`src/rtl/rwe_pkg.sv`:
```
package rwe_pkg;

  // Decoded request: both bits are active-high.
  typedef struct packed {
    logic rd;
    logic wr;
  } rwe_req_t;

  // Read request: strobe low and read bit low.
  function automatic logic f_read_req(input logic ctl_n, input logic rd_n);
    return !ctl_n && !rd_n;
  endfunction

  // Write-erase request: strobe low and both write bits low.
  function automatic logic f_write_req(input logic ctl_n, input logic wa_n,
                                       input logic wb_n);
    return !ctl_n && !wa_n && !wb_n;
  endfunction

  // Grant with write priority. Read passes only when write is not granted.
  function automatic rwe_req_t f_grant(input rwe_req_t req, input logic ok,
                                       input logic protect);
    rwe_req_t g;
    g.wr = req.wr && ok && !protect;
    g.rd = req.rd && ok && !g.wr;
    return g;
  endfunction

endpackage

```
`src/rtl/rwe_decode.sv`:
```
module rwe_decode
  import rwe_pkg::*;
#(
  parameter int CMD_W     = 8,
  parameter int RD_BIT    = 1,
  parameter int WA_BIT    = 0,
  parameter int WB_BIT    = 2,
  parameter int SHIFT_LSB = 3,
  parameter int NSHIFT    = 2
) (
  input  logic             clk,
  input  logic             rst_n,
  input  logic             ctl_n,
  input  logic [CMD_W-1:0] cmd_n,
  input  logic             unsafe,
  input  logic             wr_protect,
  input  logic             seek_home,
  output logic             rd_en,
  output logic             wr_en,
  output logic             head_sel_en,
  output logic             op_ok
);

  rwe_req_t   req;
  rwe_req_t   gnt;
  logic       mode_busy;

  assign req.rd = f_read_req(ctl_n, cmd_n[RD_BIT]);
  assign req.wr = f_write_req(ctl_n, cmd_n[WA_BIT], cmd_n[WB_BIT]);

  // A command that sets either mode flip-flop blocks operations.
  assign mode_busy = !ctl_n && (cmd_n[SHIFT_LSB +: NSHIFT] != {NSHIFT{1'b1}});

  assign op_ok = !unsafe && !mode_busy && !seek_home;
  assign gnt   = f_grant(req, op_ok, wr_protect);

  assign rd_en       = gnt.rd;
  assign wr_en       = gnt.wr;
  assign head_sel_en = !unsafe;

  assert_mutex_R3: assert property (@(posedge clk) disable iff (!rst_n)
    !(rd_en && wr_en));
  assert_unsafe_block_R4: assert property (@(posedge clk) disable iff (!rst_n)
    unsafe |-> (!rd_en && !wr_en && !head_sel_en));
  assert_protect_R5: assert property (@(posedge clk) disable iff (!rst_n)
    wr_protect |-> !wr_en);
  assert_home_block_R8: assert property (@(posedge clk) disable iff (!rst_n)
    seek_home |-> (!rd_en && !wr_en));
  assert_strobe_idle_R1: assert property (@(posedge clk) disable iff (!rst_n)
    ctl_n |-> (!rd_en && !wr_en));

endmodule

```
`src/rtl/rwe_shift_regs.sv`:
```
module rwe_shift_regs #(
  parameter int CMD_W     = 8,
  parameter int SHIFT_LSB = 3,
  parameter int NSHIFT    = 2
) (
  input  logic              clk,
  input  logic              rst_n,
  input  logic              ctl_n,
  input  logic [CMD_W-1:0]  cmd_n,
  output logic [NSHIFT-1:0] mode_q
);

  for (genvar i = 0; i < NSHIFT; i++) begin : g_mode
    always_ff @(posedge clk or negedge rst_n) begin
      if (!rst_n)      mode_q[i] <= 1'b0;
      else if (!ctl_n) mode_q[i] <= !cmd_n[SHIFT_LSB + i];
    end
  end

  assert_hold_R6: assert property (@(posedge clk) disable iff (!rst_n)
    ctl_n |=> $stable(mode_q));

endmodule

```
`src/rtl/rwe_home_latch.sv`:
```
module rwe_home_latch (
  input  logic clk,
  input  logic rst_n,
  input  logic set_cyl_n,
  input  logic set_hs_n,
  input  logic home_done,
  output logic seek_home,
  output logic collide
);

  assign collide = !set_cyl_n && !set_hs_n;

  always_ff @(posedge clk or negedge rst_n) begin
    if (!rst_n)         seek_home <= 1'b0;
    else if (collide)   seek_home <= 1'b1;
    else if (home_done) seek_home <= 1'b0;
  end

  assert_set_R8: assert property (@(posedge clk) disable iff (!rst_n)
    collide |=> seek_home);
  assert_clear_R8: assert property (@(posedge clk) disable iff (!rst_n)
    (!collide && home_done) |=> !seek_home);

endmodule

```
`src/rtl/rwe_attn_pulse.sv`:
```
module rwe_attn_pulse #(
  parameter int CMD_W  = 8,
  parameter int ST_BIT = 7
) (
  input  logic             clk,
  input  logic             rst_n,
  input  logic             ctl_n,
  input  logic [CMD_W-1:0] cmd_n,
  output logic             attn_clr,
  output logic             attn_cond
);

  logic cond_q;

  assign attn_cond = !ctl_n && !cmd_n[ST_BIT];

  always_ff @(posedge clk or negedge rst_n) begin
    if (!rst_n) begin
      cond_q   <= 1'b0;
      attn_clr <= 1'b0;
    end else begin
      cond_q   <= attn_cond;
      attn_clr <= attn_cond && !cond_q;
    end
  end

  assert_single_R9: assert property (@(posedge clk) disable iff (!rst_n)
    attn_clr |=> !attn_clr);
  assert_cause_R9: assert property (@(posedge clk) disable iff (!rst_n)
    $rose(attn_clr) |-> $past(attn_cond));

endmodule

```
`src/rtl/rwe_cmd_ctrl.sv`:
```
module rwe_cmd_ctrl #(
  parameter int CMD_W     = 8,
  parameter int RD_BIT    = 1,
  parameter int WA_BIT    = 0,
  parameter int WB_BIT    = 2,
  parameter int SHIFT_LSB = 3,
  parameter int ST_BIT    = 7
) (
  input  logic             clk,
  input  logic             rst_n,
  input  logic             ctl_n,
  input  logic [CMD_W-1:0] cmd_n,
  input  logic             set_cyl_n,
  input  logic             set_hs_n,
  input  logic             unsafe,
  input  logic             wr_protect,
  input  logic             seek_check,
  input  logic             home_done,
  output logic             rd_en,
  output logic             wr_en,
  output logic             head_sel_en,
  output logic             shift_in,
  output logic             shift_out,
  output logic             seek_home,
  output logic             attn_clr,
  output logic             status1
);

  localparam int NSHIFT = 2;

  logic [NSHIFT-1:0] mode_q;
  logic              op_ok;
  logic              collide;
  logic              attn_cond;

  rwe_decode #(
    .CMD_W(CMD_W), .RD_BIT(RD_BIT), .WA_BIT(WA_BIT), .WB_BIT(WB_BIT),
    .SHIFT_LSB(SHIFT_LSB), .NSHIFT(NSHIFT)
  ) u_dec (
    .clk(clk), .rst_n(rst_n), .ctl_n(ctl_n), .cmd_n(cmd_n),
    .unsafe(unsafe), .wr_protect(wr_protect), .seek_home(seek_home),
    .rd_en(rd_en), .wr_en(wr_en), .head_sel_en(head_sel_en), .op_ok(op_ok)
  );

  rwe_shift_regs #(
    .CMD_W(CMD_W), .SHIFT_LSB(SHIFT_LSB), .NSHIFT(NSHIFT)
  ) u_mode (
    .clk(clk), .rst_n(rst_n), .ctl_n(ctl_n), .cmd_n(cmd_n), .mode_q(mode_q)
  );

  rwe_home_latch u_home (
    .clk(clk), .rst_n(rst_n), .set_cyl_n(set_cyl_n), .set_hs_n(set_hs_n),
    .home_done(home_done), .seek_home(seek_home), .collide(collide)
  );

  rwe_attn_pulse #(.CMD_W(CMD_W), .ST_BIT(ST_BIT)) u_attn (
    .clk(clk), .rst_n(rst_n), .ctl_n(ctl_n), .cmd_n(cmd_n),
    .attn_clr(attn_clr), .attn_cond(attn_cond)
  );

  assign shift_in  = mode_q[0];
  assign shift_out = mode_q[1];
  assign status1   = !cmd_n[ST_BIT] && seek_check;

  assert_status_off_R10: assert property (@(posedge clk) disable iff (!rst_n)
    cmd_n[ST_BIT] |-> !status1);
  assert_grant_needs_ok_R7: assert property (@(posedge clk) disable iff (!rst_n)
    (rd_en || wr_en) |-> op_ok);

endmodule

```
`config.mk`:
```
export PLATFORM = sky130hd
export DESIGN_NAME = rwe_cmd_ctrl
export DESIGN_NICKNAME = d
export VERILOG_FILES = /design/src/rtl/rwe_pkg.sv /design/src/rtl/rwe_decode.sv /design/src/rtl/rwe_shift_regs.sv /design/src/rtl/rwe_home_latch.sv /design/src/rtl/rwe_attn_pulse.sv /design/src/rtl/rwe_cmd_ctrl.sv
export SDC_FILE = /design/constraint.sdc
export NUM_CORES = 1
export LEC_CHECK = 0
export BUFFER_PORTS_ARGS = -buffer_cell sky130_fd_sc_hd__buf_2
export CORE_AREA = 5 5 42 44
export DETAILED_ROUTE_END_ITERATION = 16
export DIE_AREA = 0 0 47 49
export PLACE_DENSITY = 0.54
export SETUP_SLACK_MARGIN = 0.05
export SYNTH_ARGS = -nofsm -noshare
export SYNTH_HDL_FRONTEND = slang
export SYNTH_HIERARCHICAL = 1
export SYNTH_SLANG_ARGS = --single-unit
```
`constraint.sdc`:
```
create_clock -name clk -period 0.96 [get_ports clk]
set_input_delay 0 -clock clk [delete_from_list [all_inputs] [get_ports clk]]
set_output_delay 0 -clock clk [all_outputs]
set_load 0.02 [all_outputs]
```
==> summary.md, run 1 <==
Dividing the detail-routed via count by the number of cells gives 3.92. Setup violations remaining at the end of the flow were counted as 2. The clock slew at the register clock pins of the worst setup and hold paths was 40 ps; the power per cell area was 1210 nW/um2. From synthesis to final layout, the design area changed by 116%. Entering global routing, the biggest net connects 6 pins. The Yosys step of the flow raised 6 warnings.

The global-route wire length before repair was 1110 um; the slew at the pin closest to its max-slew limit was 210 ps. The number of hold-slack violations in the final timing report came out at 0. In this run the critical register-to-register path is captured at u_home/seek_home. The largest single stage delay on the critical path is 390 ps.

The worst register-to-register path has a setup slack of 190 ps. The maximum count of clock buffers along a single path was 2. The startpoint identified for the worst register-to-register timing path is u_home/seek_home. In this run the clock root is driven by a sky130_fd_sc_hd__clkbuf_4.

The die outline height was 49 um; the aggregate negative setup slack was -639 ps. The run gives 1 as the number of detailed-routing iterations run before antenna repair. Total power of the final layout: 0.000641 W. The worst hold path belongs to the class in2async.

The number of global-route vias before repair is 298, and the post-DP HPWL is 530 um. The switching power share of the total was 0.255. Launch point of the worst path: u_home/seek_home. The tools report the starting density of the core as 0.175. Cell count after synthesis: 20. The tools report the total vias in the final route as 290. The routed design could run at a clock period as short as 1280 ps. Internal power comes to 0.000478 W. In the layout the commonest cells are sky130_fd_sc_hd__buf_2 (19), sky130_fd_sc_hd__dlygate4sd3_1 (10), sky130_fd_sc_hd__buf_4 (4), sky130_fd_sc_hd__dfrtp_1 (4). The final-stage net count was 76. The startpoint class of the critical path was a flip-flop. In this run the cell area of the synthesized design comes to 245 um2. Data required time of the critical path: 960 ps.

Based on the critical path, the design can be clocked at up to 0.780 GHz. The die outline width was 47 um; the final antenna diode count was 0. The peak fanout along the critical path was 2; the share of power burned in the clock network was 0.372.

Setup repair after global routing could not meet its margin everywhere. The flow ran to the end, but the final reports show violations. The tools report the number of DRC markers in iteration 0 as 0. The setup slack of the critical path after layout is -322 ps. Traced cell by cell, the critical path runs through or2_4 > buf_4 > nor3_2 > buf_4. TritonCTS built the clock tree. The average footprint of a synthesized cell was 12.3 um2; the worst reg-to-reg path cell count was 3.

Ratio of cells with drive above 1 in the final layout: 0.569. The worst setup path is captured at a primary output. Among cell families on the critical path, the largest total delay comes from flip-flops. Critical setup path kind: reg2out.

At the later pin of the worst-skew pair, clock insertion delay measures 240 ps. The logs give 101 ps for the worst hold-check slack and 25 for the top-level I/O count. Clock tree synthesis found a total of 5 sinks. Initial antenna violation count: 0.

The final reports fail on negative setup slack. In this run the power spent charging and discharging nets is 0.000163 W. The number of buffer and inverter instances along the worst setup path was 2.

The part of the power in registers is 0.366, and the post-route DRC violation count is 0. The run gives 0.262 as the logic gate share of total power. The mean routed wirelength per cell is 10.8 um, and the total leakage power is 0.274 nW. Among the stages of the critical path, the cell type that occurs most often is sky130_fd_sc_hd__buf_4. The global-route usage over all layers is 0.0708, and the residual antenna-violating net count after detailed routing is 0. In this run the tool buffered the top-level ports with 22 buffer cells.

The slowest cell on the critical path is sky130_fd_sc_hd__dfrtp_2. For the final core utilization, the log shows 0.378. The cell row count was 14. The deepest level of the CTS H-tree was 1.

IR analysis of the VDD net gives a maximum drop of 0.523 mV. The number of buffers created by CTS is 3, and the die area is 2300 um2. The library cell used most frequently in the layout, excluding fill and tap cells, is sky130_fd_sc_hd__buf_2. The worst clock skew on the final layout came out at 0.0931 ps.

After global routing the overflow that remains totals 0. The net count after synthesis is 37, and the count of maximum capacitance violations is 0. Data on the critical path arrives at its endpoint at 1280 ps.

The logs give 801 um for the wire length after detailed routing and 0.859 for the headroom to the max-slew limit. The number of slew-limit violations in the final report was 0. The core region is 1400 um2. At the end of routability-driven placement, the weighted congestion stood at 0.650. The part of the cycle the worst path needs works out to 1.34.
-- per-layer routing --
| layer | vias up | GRT usage | part of all wire |
|---|---|---|---|
| met3 | 0 | 0.0369 | 0.18 |
| li1 | 144 | - | - |
| met5 | - | 0 | 0 |
| met4 | 0 | 0.0553 | 0 |
| met1 | 123 | 0.0603 | 0.36 |
| met2 | 23 | 0.115 | 0.46 |
-- cell type report --
class | count | area [um2]
inverters | 3 | 11.3
well taps | 16 | 20.0
flip-flops and latches | 5 | 126
multi-input cells | 12 | 109
clock buffers | 4 | 26.3
repair buffers | 34 | 236
fillers | 140 | 872
-- state kept, by name, summed over array words and instances, names as in the netlist --
register and cells:
u_attn/attn_clr 1, u_home/seek_home 1, u_attn/cond_q 1, u_mode/mode_q 2
-- how the worst max path moves through the flow --
stage                  to  cells after the start  slack (ps)
floorplan           rd_en                      2        -140
global placement    rd_en                      3        -100
detailed placement  rd_en                      3        -110
CTS                 rd_en                      3        -350
global route        rd_en                      3        -400
finish              wr_en                      4        -320
-- what timing repair did --
item	CTS	global route
pin swaps	1	1
hold buffers	10	0
buffers inserted	1	0
cloned	0	0
hold endpoints to repair	10	0
resized for setup	4	0
endpoints found under the setup margin	3	2
-- power groups by stage --
stage	clock network [W]	registers, W	logic (W)
floorplan	0	0.000257	0.0000392
global route	0.000266	0.000236	0.000182
detailed placement	0	0.000238	0.000127
CTS	0.000253	0.000235	0.000167
finish	0.000238	0.000235	0.000168
global placement	0	0.000238	0.000126
-- through the flow --
step / worst slack [ps] / cell area (um2) / cells
finish: -322 / 529 / 74
CTS: -349 / 529 / 74
detailed placement: -106 / 384 / 59
floorplan: -138 / 246 / 20
global placement: -98.1 / 384 / 59
global route: -401 / 529 / 74
Note: power is estimated with default switching activity, not from simulation.
==> inputs of run 2 (changes only) <==
clock period = 1.3 ns   (was 0.96 ns; I/O delays follow)
==> run 2 against run 1 <==
Compared with the run above: the run now ends clean; clock-buffer cell count unchanged; clock skew about the same; critical endpoint is now rd_en; worst setup slack better by 340 ps; flip-flop and latch count unchanged; power down 28%; register-to-register slack worse by 70 ps; sequential share of layout area up 2.4 points; critical path type unchanged; via count down 6.6%; core utilization down 3.7 points.
==> summary.md, run 2 (synthesis gave the netlist of run 1 again) <==
The run finished with clean final reports. Clock skew on the completed layout was measured at 0.0907 ps. Routability-driven placement finished with a final weighted congestion of 0.592.

In this run the worst setup path terminates at rd_en. Launch point of the worst path: u_home/seek_home. The clock drives 5 sinks.

The tightest min-delay check is of the in2reg type. The number of standard cells in the layout, taps in and fillers out came out at 69. For this run, the detailed router's first-pass iteration total came to 4. The ratio of cells with drive above 1 in the final layout is 0.566.

The starting density of the core is 0.175. The post-DP HPWL was 567 um. In the layout the commonest cells are sky130_fd_sc_hd__buf_2 (20), sky130_fd_sc_hd__dlygate4sd3_1 (7), sky130_fd_sc_hd__dfrtp_1 (5).

In this run the critical register-to-register path is captured at u_home/seek_home. Counting cells, the worst reg-to-reg path comes to 3. Die area: 2300 um2. For this run the aggregate overflow at the end of global routing stands at 0. The insertion delay to the later sink of the worst-skew pair was 230 ps; the initial antenna violation count was 0.

The internal power component came out at 0.000339 W. The global-route usage over all layers was 0.0701. TritonCTS built the clock tree. The flip-flop count of the largest register, all copies and words added works out to 2.

Peak fanout along the critical path: 3. Setup repair after global routing could not meet its margin everywhere. At the worst endpoint, the required time is 1300 ps. The wire length after detailed routing came out at 785 um. Using the TritonRoute via totals, the vias-per-cell ratio works out to 3.93.

The headroom to the max-slew limit is 0.870, and the total leakage power is 0.252 nW. The part of the cycle the worst path needs is 0.989. The startpoint class of the critical path was a flip-flop.

Clock tree root buffer cell: sky130_fd_sc_hd__clkbuf_4. Worst reg2reg path startpoint: u_home/seek_home. Max-cap violations in this run came to 0. Summing all placed instances gives a cell area of 375 um2.

STA classifies the critical path endpoint as a primary output. Share of power burned in the clock network: 0.388. The register-to-register setup slack was 120 ps. For the net switching component of the power, the log shows 0.000120 W. The run gives 14 as the cell row count.

Data arrives at the worst endpoint at 1290 ps. The post-route DRC violation count was 0; the logic gate share of total power was 0.233. The logs give 1 for the deepest level of the CTS H-tree and 58 for the count of placed standard cells including taps. The final-stage net count is 71, and the residual antenna-violating net count after detailed routing is 0. The logs give 0.778 GHz for the timing-limited maximum frequency and 1400 um2 for the core area. The first global-routing pass estimated 1120 um of wire. The switching power share of the total is 0.262.

The total power of the final layout was 0.000459 W; the number of port buffers was 22. The maximum count of clock buffers along a single path was 2. For this design the top-level I/O count stands at 25.

The largest net degree at the start of global routing was 7. The clock slew at the register clock pins of the worst setup and hold paths was 50 ps. The largest register by flop count is u_mode/mode_q. After the first detailed-routing iteration, the DRC count stood at 7. 0 antenna diodes ended up in the layout.

Clock tree synthesis inserted a total of 3 buffers. After layout, the worst setup slack is 14.7 ps. The run gives 0.379 as the part of the power in registers. The largest voltage drop on the vdd net came out at 0.541 mV. Number of buffers inserted to repair setup after CTS: 0. Timing analysis after detailed placement gives a worst setup slack of 238 ps. The critical setup path kind was reg2out. The number of hold-slack violations in the final timing report is 0. For this design the ratio of total power to cell area is 963 nW/um2. The total vias in the final route is 271, and the synthesis-to-layout area growth is 94.4%. The routed design could run at a clock period as short as 1290 ps. From bottom edge to top edge, the die measures 49 um.

Die outline width: 47 um. The tools report the number of slew-limit violations in the final report as 0. The worst hold-check slack is 4.48 ps.

The number of global-route vias before repair was 299. The mean routed wirelength per cell is 11.4 um, and the slew at the pin closest to its max-slew limit is 195 ps. The most frequent standard cell in the layout excluding fill and tap cells was sky130_fd_sc_hd__buf_2. The area of all placed cells without fillers was 477 um2. Final setup violation count: 0.
## run 2: changes by cell type in the layout (fill, tap and decap cells not counted), sizes merged
cell	change
dlygate4sd3	-3
buf	-2
## run 2: power groups by stage
| stage | Combinational, W | Sequential (W) | Clock (W) |
|---|---|---|---|
| 5_1_grt | 0.000116 | 0.000176 | 0.000193 |
| 2_1_floorplan | 0.0000291 | 0.000189 | 0 |
| 4_1_cts | 0.000109 | 0.000174 | 0.000186 |
| 3_5_place_dp | 0.0000891 | 0.000176 | 0 |
| 3_3_place_gp | 0.0000864 | 0.000177 | 0 |
| 6_report | 0.000107 | 0.000174 | 0.000178 |
## run 2: layout make-up
type                       instances  area (um2)
inverter                           3        11.3
sequential                         5         125
tap                               16        20.0
fill                             146         925
multi-input combinational         12         109
timing repair buffer              29         185
clock buffer                       4        26.3
## run 2: worst min path at each step
stage | start | end | depth (start not counted) | slack (ps)
6_report | ctl_n | u_attn/attn_clr | 2 | 4
3_3_place_gp | rst_n | u_mode/mode_q[0] | 1 | -180
2_1_floorplan | rst_n | u_attn/attn_clr | 0 | -300
5_1_grt | ctl_n | u_attn/attn_clr | 2 | 3
4_1_cts | ctl_n | u_mode/mode_q[0] | 2 | 20
3_5_place_dp | rst_n | u_mode/mode_q[0] | 1 | -180
## run 2: stage by stage
step                      utilization  TNS [ps]
after floorplan                     -         0
after global placement          0.268         0
after detailed placement        0.268         0
after CTS                       0.346     -10.3
after global routing            0.340     -41.2
final                           0.340         0
## run 2: critical path, stage by stage (launching register included)
cell	delay, ps
sky130_fd_sc_hd__dfrtp_1	380
sky130_fd_sc_hd__or2_4	250
sky130_fd_sc_hd__nor4b_4	240
sky130_fd_sc_hd__buf_4	180
## run 2: timing repair
item | CTS | global route
gates cloned | 0 | 0
hold buffers | 8 | 0
hold endpoints to repair | 10 | 0
resized for setup | 1 | 1
setup endpoints to repair | 1 | 3
## run 2: metal layers
metal  share of wire  track usage  vias up
met2            0.39       0.0973       25
met4               0       0.0138        0
li1                -            -      134
met3            0.23       0.0664        0
met1            0.38       0.0781      112
met5               0            0        -
==> inputs of run 3 (changes only) <==
ABC_AREA = 1   (was unset)
HOLD_SLACK_MARGIN = 0.12   (was unset)
PLACE_DENSITY = 0.55   (was 0.54)
==> run 3 against run 2 <==
Compared with the run above: register-to-register slack better by 20 ps; synthesized cell count rose by 75%; flip-flop and latch count unchanged; worst hold slack gained 120 ps; global-route usage up 0.41 points; clock skew increased by 2.1 ps; design area grew 8.4%; clock-buffer cell count did not move; first-iteration DRC count shrank 71%; clock power is essentially flat; cell count rose by 26%; critical path type is now in2reg.
==> summary.md, run 3 <==
The routed layout has 320 vias. The tools report the global-route usage over all layers as 0.0742. The final layout contains 89 nets. Row generation in the floorplan step produced 14 rows.

Headroom to the max-slew limit: 0.848. In the routed layout, each cell is associated on average with a via count of 3.68. The part of the power in registers was 0.374.

For this run, the detailed router's first-pass iteration total came to 3. Once placement finished, the instance area stood at 390 um2. The first global-routing pass estimated 1190 um of wire. Hold timing on the final database bottoms out at a slack of 125 ps.

The worst register-to-register path begins at u_mode/mode_q[0]. The total global routing overflow is 0. The clock slew at the register clock pins of the worst setup and hold paths is 40 ps. The logs give 0 for the number of hold-slack violations in the final timing report and 240 ps for the insertion delay to the later sink of the worst-skew pair. The clock net in this run drives a total of 5 sinks.

Buffers inserted during clock tree synthesis total 3. The tools report the startpoint of the most critical hold path as ctl_n. The logs give 0 for the number of slew-limit violations in the final report and 35 for the cell count after synthesis. The ratio of cells with drive above 1 in the final layout is 0.465. The die outline height was 49 um; the final setup violation count was 0. The number of port buffers works out to 22.

The worst-case setup slack after placement is 500 ps, and the net count after synthesis is 52. The critical setup path kind is in2reg. The register with the most flip-flops in the final layout is u_mode/mode_q. The run gives 2 as the maximum count of clock buffers along a single path.

The logs give 9 for the largest net degree at the start of global routing and 1 for the deepest level of the CTS H-tree. The number of fill cells is 158, and the top-level I/O count is 25. Setup repair after global routing left no endpoint under its margin. The die is 47 um wide.

The clock tree root buffer cell was sky130_fd_sc_hd__clkbuf_4. The run gives 0 as the residual antenna-violating net count after detailed routing. Relative to the synthesized area, the layout overhead comes to 98.6%.

For this block, the routed nets add up to 702 um of wire. STA classifies the critical path startpoint as an input port. The total leakage power was 0.305 nW; the core area was 1400 um2. The floorplan step defined a die boundary enclosing 2300 um2. The mean routed wirelength per cell was 8.07 um; the number of DRC markers in iteration 0 was 2.

VDD sags by at most 0.390 mV. The flow ran to the end, and the final reports show no timing, DRC or antenna violations. The logic gate share of total power came out at 0.249. Data on the critical path is required at its endpoint by 1470 ps. STA classifies the critical path endpoint as a flip-flop. Flip-flop count of the largest register, all copies and words added: 2.

TritonCTS built the clock tree. The clock period minus final worst setup slack came out at 1170 ps. The cell area after technology mapping is 260 um2.

In this run the worst path has a maximum fanout of 2. In this run the power density over the cells is 901 nW/um2. The repair_antennas step left the layout with diodes totalling 0.

The run gives 0.377 as the share of power burned in the clock network. The net switching component of the power came out at 0.000123 W. In the layout the commonest cells are sky130_fd_sc_hd__buf_2 (22), sky130_fd_sc_hd__dlygate4sd3_1 (10), sky130_fd_sc_hd__inv_1 (9). For the starting density of the core, the log shows 0.186. The part of the cycle the worst path needs was 0.900; the area of all placed cells without fillers was 517 um2.

In the routed design, unresolved DRC markers number 0. Detailed placement finished with a half-perimeter wire length of 526 um. After clock tree synthesis, the setup repair step added 0 buffers. The last weighted congestion value of the routability-driven placer was 0.612; the internal power component was 0.000343 W.

The worst clock skew on the final layout is 2.22 ps, and the initial antenna violation count is 0. The logs give 6 for the count of yosys warnings during synthesis and 0 ps for the aggregate negative setup slack. The library cell used most frequently in the layout, excluding fill and tap cells, is sky130_fd_sc_hd__buf_2. The classification of the worst-slack hold path is in2reg. The worst endpoint data arrival time was 1340 ps.

Once the clock tree was built, the resizer swapped 0 gates to a different size. For the pin with the worst max-slew slack, the measured transition is 228 ps. The tool flagged a number of max-cap violations equal to 0. The average footprint of a synthesized cell is 7.44 um2, and the timing-limited maximum frequency is 0.855 GHz. The worst path meets setup with 130 ps of slack. Number of global-route vias before repair: 311.

The launch point of the worst path was cmd_n[4]. The switching power share of the total works out to 0.263.
[run 3: cell types whose count changed in the layout (fill, tap and decap cells not counted), sizes merged, moves of 2 or more]
| cell | delta |
|---|---|
| dlygate4sd3 | +3 |
| nand2 | +10 |
| nor3 | -2 |
| inv | +6 |
| nor2 | +7 |
[run 3: what timing repair did]
item | 4_1_cts | 5_1_grt
setup endpoints to repair | 0 | 0
hold buffers | 10 | 0
endpoints found under the hold margin | 10 | 0
[run 3: power groups by stage]
stage / Combinational, W / Clock, W / Sequential, W
final: 0.000116 / 0.000176 / 0.000174
after global routing: 0.000129 / 0.000207 / 0.000175
after CTS: 0.000117 / 0.000184 / 0.000174
after detailed placement: 0.0000910 / 0 / 0.000176
after global placement: 0.0000893 / 0 / 0.000176
after floorplan: 0.0000330 / 0 / 0.000189
[run 3: layer usage]
metal	up-vias	global-route usage	wire, um
met5	-	0	0
met4	0	0.0138	0
met3	0	0.0664	96
met2	14	0.118	365
met1	137	0.0711	239
li1	169	-	-
[run 3: cell type report]
cell class	count	area [um2]	share of cell area
clock buffers	4	26.3	0.0508
inverters	9	33.8	0.0654
multi-input cells	21	101	0.196
flip-flops and latches	5	125	0.242
well taps	16	20.0	0.0387
repair buffers	32	210	0.407
[run 3: through the flow]
stage / util / power [W] / cells
2_1_floorplan: - / 0.000222 / 35
3_3_place_gp: 0.279 / 0.000265 / 73
3_5_place_dp: 0.279 / 0.000267 / 73
4_1_cts: 0.369 / 0.000475 / 87
5_1_grt: 0.369 / 0.000511 / 87
6_report: 0.369 / 0.000466 / 87
[run 3: critical path, stage by stage]
cell	delay, ps
sky130_fd_sc_hd__dlygate4sd3_1	530
sky130_fd_sc_hd__buf_2	130
sky130_fd_sc_hd__o21ai_1	120
sky130_fd_sc_hd__dlygate4sd3_1	570
[run 3: worst paths after layout]
| path | slack [ps] | cells past startpoint | end |
|---|---|---|---|
| hold / removal | 130 | 4 | u_attn/cond_q |
| min in group asynchronous | 670 | 3 | u_attn/attn_clr |
| setup reg to reg | 140 | 3 | u_mode/mode_q[0] |
| hold reg to reg | 400 | 1 | u_attn/attn_clr |
| setup / recovery | 130 | 4 | u_mode/mode_q[1] |
| max in group asynchronous | 440 | 3 | u_home/seek_home |
